## config.mk

```make
export PLATFORM = sky130hd
export DESIGN_NAME = cvs_slice
export DESIGN_NICKNAME = d
export VERILOG_FILES = /design/src/rtl/cvs_pkg.sv /design/src/rtl/cvs_capture.sv /design/src/rtl/cvs_pacer.sv /design/src/rtl/cvs_reader.sv /design/src/rtl/cvs_slice.sv
export SDC_FILE = /design/constraint.sdc
export NUM_CORES = 1
export LEC_CHECK = 0
export CORE_ASPECT_RATIO = 0.7
export CORE_MARGIN = 4
export CORE_UTILIZATION = 50
export DETAILED_ROUTE_END_ITERATION = 8
export PLACE_DENSITY_LB_ADDON = 0.1
export REMOVE_ABC_BUFFERS = 1
export SYNTH_ARGS = -nofsm -noshare
export SYNTH_HDL_FRONTEND = slang
export SYNTH_SLANG_ARGS = --single-unit
```

## constraint.sdc

```tcl
create_clock -name clk -period 15.19 [get_ports clk]
set_input_delay 3.038 -clock clk [delete_from_list [all_inputs] [get_ports clk]]
set_output_delay 3.038 -clock clk [all_outputs]
set_load 0.02 [all_outputs]
```

## src/rtl/cvs_pkg.sv

```systemverilog
package cvs_pkg;
    localparam int unsigned CVS_NCH = 8;
    localparam int unsigned CVS_DW  = 12;
    localparam int unsigned CVS_WW  = 16;

    // Pacing state for the conversion sequence
    typedef struct packed {
        logic       busy;
        logic [7:0] tmr;
    } pace_t;

    // Places a result into a bus word with the unused upper bits set
    function automatic logic [CVS_WW-1:0] fill_word(input logic [CVS_DW-1:0] v);
        logic [CVS_WW-1:0] w;
        w = '1;
        w[CVS_DW-1:0] = v;
        return w;
    endfunction
endpackage

```

## src/rtl/cvs_capture.sv

```systemverilog
module cvs_capture #(
    parameter int unsigned NCH = 8,
    parameter int unsigned DW  = 12,
    localparam int unsigned CW = $clog2(NCH + 1)
) (
    input  logic              clk,
    input  logic              rst,
    input  logic              cfg_we,
    input  logic [NCH-1:0]    cfg_mask,
    input  logic              start,
    input  logic [NCH*DW-1:0] smp_in,
    output logic [NCH-1:0]    mask_q,
    output logic [NCH-1:0]    cap_mask,
    output logic [NCH*DW-1:0] snap,
    output logic [CW-1:0]     n_en
);
    always_ff @(posedge clk) begin
        if (rst) begin
            mask_q   <= '1;
            cap_mask <= '0;
        end else begin
            if (cfg_we) mask_q   <= cfg_mask;
            if (start)  cap_mask <= mask_q;
        end
    end

    for (genvar i = 0; i < NCH; i++) begin : g_hold
        always_ff @(posedge clk) begin
            if (rst)        snap[i*DW +: DW] <= '0;
            else if (start) snap[i*DW +: DW] <= smp_in[i*DW +: DW];
        end
    end

    assign n_en = CW'($countones(cap_mask));
endmodule

```

## src/rtl/cvs_pacer.sv

```systemverilog
module cvs_pacer
    import cvs_pkg::*;
#(
    parameter int unsigned CW        = 4,
    parameter int unsigned FIRST_LAT = 4,
    parameter int unsigned SLOT_LAT  = 3
) (
    input  logic          clk,
    input  logic          rst,
    input  logic          start,
    input  logic          mask_nz,
    input  logic [CW-1:0] n_en,
    output logic [CW-1:0] dcnt,
    output logic          first_q,
    output logic          last_q
);
    pace_t       st;
    logic [7:0]  lim;

    assign lim = (dcnt == '0) ? 8'(FIRST_LAT - 1) : 8'(SLOT_LAT - 1);

    always_ff @(posedge clk) begin
        if (rst) begin
            st      <= '0;
            dcnt    <= '0;
            first_q <= 1'b0;
            last_q  <= 1'b0;
        end else if (start) begin
            st.busy <= mask_nz;
            st.tmr  <= '0;
            dcnt    <= '0;
            first_q <= ~mask_nz;
            last_q  <= ~mask_nz;
        end else if (st.busy) begin
            if (st.tmr == lim) begin
                st.tmr  <= '0;
                dcnt    <= dcnt + 1'b1;
                first_q <= 1'b1;
                if (dcnt + 1'b1 == n_en) begin
                    st.busy <= 1'b0;
                    last_q  <= 1'b1;
                end
            end else begin
                st.tmr <= st.tmr + 8'd1;
            end
        end
    end
endmodule

```

## src/rtl/cvs_reader.sv

```systemverilog
module cvs_reader
    import cvs_pkg::*;
#(
    parameter int unsigned NCH = 8,
    parameter int unsigned DW  = 12,
    parameter int unsigned WW  = 16,
    localparam int unsigned CW = $clog2(NCH + 1),
    localparam int unsigned SW = (NCH > 1) ? $clog2(NCH) : 1
) (
    input  logic              clk,
    input  logic              rst,
    input  logic              start,
    input  logic              rd_en,
    input  logic [NCH-1:0]    cap_mask,
    input  logic [NCH*DW-1:0] snap,
    input  logic [CW-1:0]     dcnt,
    output logic [CW-1:0]     ptr,
    output logic [WW-1:0]     rd_data
);
    logic [SW-1:0] sel;
    logic          avail;

    // Channel number of the ptr-th enabled channel
    always_comb begin
        logic [CW-1:0] seen;
        seen = '0;
        sel  = '0;
        for (int i = 0; i < NCH; i++) begin
            if (cap_mask[i]) begin
                if (seen == ptr) sel = SW'(i);
                seen = seen + 1'b1;
            end
        end
    end

    assign avail   = (ptr < dcnt);
    assign rd_data = avail ? WW'(fill_word(snap[sel*DW +: DW])) : '1;

    always_ff @(posedge clk) begin
        if (rst)                 ptr <= '0;
        else if (start)          ptr <= '0;
        else if (rd_en && avail) ptr <= ptr + 1'b1;
    end
endmodule

```

## src/rtl/cvs_slice.sv

```systemverilog
module cvs_slice
    import cvs_pkg::*;
#(
    parameter int unsigned NCH       = CVS_NCH,
    parameter int unsigned DW        = CVS_DW,
    parameter int unsigned WW        = CVS_WW,
    parameter int unsigned FIRST_LAT = 4,
    parameter int unsigned SLOT_LAT  = 3
) (
    input  logic              clk,
    input  logic              rst,
    input  logic              cfg_we,
    input  logic [WW-1:0]     cfg_wdata,
    input  logic              start,
    input  logic              rd_en,
    input  logic [NCH*DW-1:0] smp_in,
    output logic [WW-1:0]     rd_data,
    output logic              first_rdy,
    output logic              last_rdy
);
    localparam int unsigned CW = $clog2(NCH + 1);

    logic [NCH-1:0]    mask_q;
    logic [NCH-1:0]    cap_mask;
    logic [NCH*DW-1:0] snap;
    logic [CW-1:0]     n_en;
    logic [CW-1:0]     dcnt;
    logic [CW-1:0]     ptr;

    cvs_capture #(.NCH(NCH), .DW(DW)) u_cap (
        .clk(clk), .rst(rst), .cfg_we(cfg_we), .cfg_mask(cfg_wdata[NCH-1:0]),
        .start(start), .smp_in(smp_in), .mask_q(mask_q), .cap_mask(cap_mask),
        .snap(snap), .n_en(n_en)
    );

    cvs_pacer #(.CW(CW), .FIRST_LAT(FIRST_LAT), .SLOT_LAT(SLOT_LAT)) u_pace (
        .clk(clk), .rst(rst), .start(start), .mask_nz(|mask_q), .n_en(n_en),
        .dcnt(dcnt), .first_q(first_rdy), .last_q(last_rdy)
    );

    cvs_reader #(.NCH(NCH), .DW(DW), .WW(WW)) u_rd (
        .clk(clk), .rst(rst), .start(start), .rd_en(rd_en), .cap_mask(cap_mask),
        .snap(snap), .dcnt(dcnt), .ptr(ptr), .rd_data(rd_data)
    );
endmodule

```

# --- Yosys cells after proc, flatten, opt, wreduce, memory -nomap -nowiden ---
# Index checks and enable logic that the tools add are counted.
totals:
  mem_count: 0
  wordCells: 90
  rom_bits: 0
  ff_bits: 131
  in_bits: 117
  ram_bits: 0
  latchBits: 0
classes:
  div_mod_pow: 0
  shift: 1
  bitwise_logic: 1
  magnitude_cmp: 1
  eq_ne: 9
  addsub: 16
  reduce_logical: 10
  multipliers: 1
  muxes: 35
ops:
  columns: ["op", "count"]
  rows:
  - ["96-bit by 8-bit variable part select with 12-bit output", 1]
  - ["3-bit two-way mux", 13]
  - ["4-bit by 1-bit adder with 4-bit output (second input constant)", 7]
  - ["4-bit == test", 7]
  - ["4-bit two-way mux", 6]
  - ["9-bit two-way mux", 2]
  - ["4-bit adder", 3]
  - ["1-bit two-way mux", 12]
  - ["12-bit two-way mux", 1]
  - ["1-bit by 1-bit adder with 2-bit output", 4]
  - ["8-bit by 1-bit adder with 8-bit output (second input constant)", 1]
  - ["8-bit == test", 1]
  - ["8-bit two-way mux", 1]
  - ["8-bit OR reduction", 1]
  - ["2-bit nonzero test", 3]
  - ["3-bit by 2-bit multiplier with 5-bit output (second input constant)", 1]
  - ["1-bit by 4-bit == test with 1-bit output", 1]
  - ["4-bit zero test", 1]
  - ["4-bit less-than comparator", 1]
  - ["2-bit AND reduction", 2]
  - ["3-bit AND reduction", 1]
  - ["1-bit by 1-bit adder with 2-bit output (second input constant)", 1]
  - ["2-bit OR reduction", 1]
  - ["1-bit logical AND", 1]
  - ["1-bit inverter", 1]

# --- Logic depth before layout (Yosys ltp) ---
logic_depth:
  depth_word: 19
  ltp_mapped: 25
  depth_no_buf: 24

# --- By module ---
# Synthesis repeated with hierarchy kept, for this count alone.
unflattened:
  hier_cells: 735
  area_unflattened_um2: 7060.5
modules_own_cells:
  columns: ["mod", "instances", "seq_area_each_um2", "area_per_inst_um2", "cells_per_inst"]
  rows:
  - ["cvs_capture", 1, 2242.2, 4177.8, 385]
  - ["cvs_reader", 1, 80.1, 2074.5, 260]
  - ["cvs_pacer", 1, 300.3, 792.0, 87]
  - ["cvs_slice", 1, 0.0, 16.3, 3]

# --- Worst setup path after synthesis ---
# No wires, ideal clock.
synth_timing:
  kind: "register -> output"
  from: "register u_cap.cap_mask[0]"
  to: "output port rd_data[1]"
  arrival_ns: 4.648
  slack_ns: 7.504
  n_path_buf: 2
  stages_incl_launch_ff: 26
  required_ns: 12.152
  cell_sequence: "dfxtp_1 -> inv_1 -> ha_1 -> buf_2 -> xor2_1 -> ha_1 -> nand2b_1 -> o31ai_1 -> inv_1 -> ha_1 -> nor2b_1 -> nor2_1 -> nand2_1 -> inv_1 -> ha_1 -> nand2_1 -> o41ai_2 -> ha_1 -> inv_1 -> a31oi_1 -> o31ai_1 -> nand4_1 -> nor2_1 -> clkbuf_1 -> o221ai_1 -> a32o_1"
synth_between:
  elab_chain_cells: 19
  elab_cells_between_ends: 37
  cone_classes: "add/sub (6); mul (1); eq/ne (7); shift (1); mux (22)"
synth_rtl:
  columns: ["element", "line", "text"]
  rows:
  - ["from (decl)", "cvs_capture.sv:13", "output logic [NCH-1:0] cap_mask,"]
  - ["from (signal assigned)", "cvs_capture.sv:23", "if (start) cap_mask <= mask_q;"]
  - ["1-bit two-way mux (*)", "cvs_reader.sv:29", "if (cap_mask[i]) begin"]
  - ["1-bit by 1-bit adder with 2-bit output or 1-bit by 4-bit == test with 1-bit output (tied branches)", "cvs_reader.sv:31, cvs_reader.sv:30", null]
  - ["4-bit two-way mux or 1-bit two-way mux (tied branches)", "cvs_reader.sv:29, cvs_reader.sv:30", null]
  - ["4-bit by 1-bit adder with 4-bit output (tied with other cells)", "cvs_reader.sv:31", "seen = seen + 1'b1;"]
  - ["4-bit two-way mux or 3-bit two-way mux (tied branches)", "cvs_reader.sv:29, cvs_reader.sv:30", null]
  - ["4-bit by 1-bit adder with 4-bit output (tied with other cells)", "cvs_reader.sv:31", null]
  - ["4-bit two-way mux or 3-bit two-way mux (tied branches)", "cvs_reader.sv:29, cvs_reader.sv:30", null]
  - ["4-bit by 1-bit adder with 4-bit output (tied with other cells)", "cvs_reader.sv:31", null]
  - ["(+3 left out)", null, null]
  - ["4-bit by 1-bit adder with 4-bit output (tied with other cells)", "cvs_reader.sv:31", null]
  - ["4-bit two-way mux or 3-bit two-way mux (tied branches)", "cvs_reader.sv:29, cvs_reader.sv:30", null]
  - ["4-bit == test or 3-bit two-way mux (tied branches)", "cvs_reader.sv:30, cvs_reader.sv:29", null]
  - ["3-bit two-way mux", "cvs_reader.sv:30", "if (seen == ptr) sel = SW'(i);"]
  - ["3-bit two-way mux (*)", "cvs_reader.sv:29", null]
  - ["3-bit by 2-bit multiplier with 5-bit output (*)", "cvs_reader.sv:37", "assign rd_data = avail ? WW'(fill_word(snap[sel*DW +: DW])) : '1;"]
  - ["96-bit by 8-bit variable part select with 12-bit output (*)", "cvs_reader.sv:37", null]
  - ["12-bit two-way mux (*)", "cvs_reader.sv:37", null]
  - ["to (decl)", "cvs_slice.sv:17", "output logic [WW-1:0] rd_data,"]
# Every way passes the cells marked *; elsewhere a longest branch is shown, timed or not.

# --- Worst setup path after layout ---
layout_timing:
  from: "register u_cap.cap_mask[0]"
  to: "output port rd_data[10]"
# Same word-level chain as after synthesis.

==> flow_metrics.env <==
export IMPL_status="finished clean"
export IMPL_cts_buffers=17
export IMPL_io_pins=135
export IMPL_ys_types=63
export IMPL_async_flop_share_pct=0
export IMPL_seq_area_um2=2623
export IMPL_crit_type="flop to output port"
export IMPL_met1Wirelength_um=8662
export IMPL_switching_share_pct=29.01
export IMPL_ys_flop_type="dfxtp_1"
export IMPL_post_cts_resized=0
export IMPL_p_sw_mw=0.3049
export IMPL_arrival_ps=7100
export IMPL_synthTopCellsByCount="131 x dfxtp_1, 129 x mux2i_1, 126 x nor2_1, 45 x nand2_1, 40 x inv_1"
export IMPL_grt_antenna_before_repair=0
export IMPL_ys_seq_area_share_pct=37.38
export IMPL_cts_sinks=131
export IMPL_rsz0062_at_grt="no"
export IMPL_fin_cells=1054
export IMPL_finalWirelength_um=18700
export IMPL_ys_warnings_count=0
export IMPL_rows=35
export IMPL_first_global_vias=5860
export IMPL_portBuffers=122
export IMPL_crit_path_end_kind="output port"
export IMPL_ir_drop_mv=0.06007
export IMPL_clk_pin_slew_ps=60
export IMPL_dr_pass1_iters=7
export IMPL_wl_met3_um=1339
export IMPL_netlist_instances=764
export IMPL_yosys_area_top_type="dfxtp_1"
export IMPL_avgSynthCellArea_um2=9.184
export IMPL_cp_start_kind="flop"
export IMPL_max_slew_worst_pin_slew_ps=1349
export IMPL_dieHeight_um=107.1
export IMPL_wl_met2_um=8452
export IMPL_min_period_ps=10140
export IMPL_total_leakage_power_nw=3.775
export IMPL_power_density_nw_per_um2=118.2
export IMPL_wire_per_inst_um=17.74
export IMPL_detailed_place_hpwl_um=12580
export IMPL_fillCellCount=1076
export IMPL_synthToLayoutAreaGrowth_pct=26.77
export IMPL_finalHoldViolCount=0
export IMPL_drive_above_1_share_pct=5.984
export IMPL_cp_required_ps=12150
export IMPL_gr_total_overflow=0
export IMPL_cts_path_max_buffers=2
export IMPL_multi_input_area_um2=4000
export IMPL_p_seq_share_pct=35.9
export IMPL_drv_cap=0
export IMPL_clk_insertion_delay_late_ps=410
export IMPL_core_um2=13440
export IMPL_setup_tns_final_ps=0
export IMPL_grt_pass1_wl_um=29570
export IMPL_relSlewSlack_pct=9.733
export IMPL_insertedDiodeCount=0
export IMPL_clkPwrFrac_pct=41.8
export IMPL_power_frac_comb_pct=22.4
export IMPL_drtAntennaViolNets=0
export IMPL_syn_area_um2=7017
export IMPL_htree_levels=4
export IMPL_setup_viol=0
export IMPL_post_synth_top_count_cell="dfxtp_1"
export IMPL_first_iter_violations=344
export IMPL_fin_crit_sh_pct=66.74
export IMPL_ys_seq_elements=131
export IMPL_grt_start_max_net_pins=92
export IMPL_finClkSkew_ps=6.146
export IMPL_dp_cells=1023
export IMPL_hp_class="flop to flop"
export IMPL_cts_root_buf="clkbuf_16"
export IMPL_post_route_drc_count=0
export IMPL_ys_top_cells_by_area="dfxtp_1 37%, mux2i_1 18%, nor2_1 6.7%"
export IMPL_die_x_um=149.6
export IMPL_gp_congestion=0.8093
export IMPL_synth_top_area_share_pct=37.38
export IMPL_via_per_inst=5.612
export IMPL_initial_core_util_pct=52.19
export IMPL_fmax_mhz=98.65
export IMPL_synth_edf_count=0
export IMPL_vias=5915
export IMPL_final_max_slew_viol_count=0
export IMPL_cts_hold_repair_buffers=0
export IMPL_cts_tree="yes"
export IMPL_crit_fanout=17
export IMPL_p_int_mw=0.7461
export IMPL_grtUsageTotal_pct=23.09
export IMPL_die_area_um2=16020
export IMPL_layout_nets=996
export IMPL_highest_layer="met4"
export IMPL_post_cts_buffers=0
## flip-flops by register name (all words and copies together) (netlist names)
| signal | count |
|---|---|
| u_cap.cap_mask | 8 |
| u_pace.last_q | 1 |
| u_pace.st | 9 |
| u_rd.ptr | 4 |
| u_pace.dcnt | 4 |
| u_cap.snap | 96 |
| u_cap.mask_q | 8 |
| u_pace.first_q | 1 |
## path summary, 6_finish.rpt
kind,slack [ps],from,end,depth (start not counted)
hold reg to reg,480,u_pace.first_q$_SDFFE_PP0P_,u_pace.first_q$_SDFFE_PP0P_,1
setup reg to reg,11580,u_cap.cap_mask[3]$_SDFFE_PP0P_,u_pace.st[8]$_SDFF_PP0_,11
setup / recovery,5050,u_cap.cap_mask[0]$_SDFFE_PP0P_,rd_data[10],25
hold / removal,480,u_pace.first_q$_SDFFE_PP0P_,u_pace.first_q$_SDFFE_PP0P_,1
## cell families (layout without fill, tap and decap cells)
group / count (synthesis) / in the layout / synth area share, %
simple gates: 239 / 239 / 15.55
flops: 131 / 131 / 37.38
other cells: 1 / 4 / 0.05344
compound gates: 105 / 105 / 12.20
buf+inv: 96 / 198 / 5.831
xor+xnor: 41 / 41 / 6.241
fa+ha+maj: 22 / 22 / 4.351
mux: 129 / 129 / 18.40
## critical path: stages, from the launching register on
cell and delay, ps:
dfxtp_1 400, ha_1 350, nor2b_1 410, or2_2 200, ha_1 270, nand2b_1 170
o31ai_1 120, inv_1 80, ha_1 280, nor2b_1 240, nor2_1 110, nand2_1 110
inv_1 40, ha_1 290, nand2_1 70, o41ai_2 120, ha_1 350, inv_1 60
a31oi_1 70, o31ai_1 100, nand4_1 130, buf_4 220, nor2_1 1030, and3b_1 520
a32o_1 380, clkdlybuf4s50_1 540
## stage by stage
step,util [%],hold WS [ps],power (mW),setup slack (ps),instance area (µm²)
after floorplan,-,459.6,0.5233,7032,6769
after global placement,61.45,464.2,0.6073,5760,8262
after CTS,66.16,482.0,1.053,5111,8895
after global routing,66.16,503.5,1.094,4599,8895
final,66.16,478.3,1.051,5053,8895
after detailed placement,61.45,467.9,0.6141,5657,8262
## final cells by class
| type | instances | share of cell area (%) |
|---|---|---|
| flip-flops and latches | 131 | 29.48 |
| clock inverters | 11 | 1.983 |
| well taps | 185 | 2.602 |
| repair buffers | 127 | 14.14 |
| inverters | 40 | 1.688 |
| clock buffers | 20 | 5.134 |
| multi-input cells | 540 | 44.97 |
## layer usage
| metal | GRT usage [%] | up-vias |
|---|---|---|
| met5 | 0 | - |
| met4 | 7.381 | 0 |
| met3 | 6.253 | 23 |
| met2 | 35.71 | 189 |
| met1 | 31.45 | 2843 |
| li1 | - | 2860 |
## cell usage in the layout (no fill, tap or decap), types with 5 or more instances in the layout
cell type        Yosys  final
a211o_1              8      8
a21oi_1              9      8
a31oi_1             13     13
a32o_1              12     12
buf_4                8      6
clkbuf_16            0     17
clkdlybuf4s50_1      0    120
dfxtp_1            131    131
ha_1                18     18
inv_1               40     40
mux2i_1            129    129
nand2_1             45     45
nand3_1             11     11
nand4_1              8      8
nor2_1             126    126
nor2b_1             12     12
nor4_1               5      5
o2111ai_1           13     13
o211ai_1            12     12
o21ai_0              8      8
o221ai_1            12     12
xnor2_1             19     19
xor2_1              15     15
## power by group through the flow
stage	clock network (mW)	registers [mW]	logic, mW
2_1_floorplan	0	0.380	0.143
3_3_place_gp	0	0.382	0.225
3_5_place_dp	0	0.384	0.230
4_1_cts	0.443	0.377	0.233
5_1_grt	0.457	0.379	0.258
6_report	0.439	0.377	0.235
(Power assumes the default switching activity.)
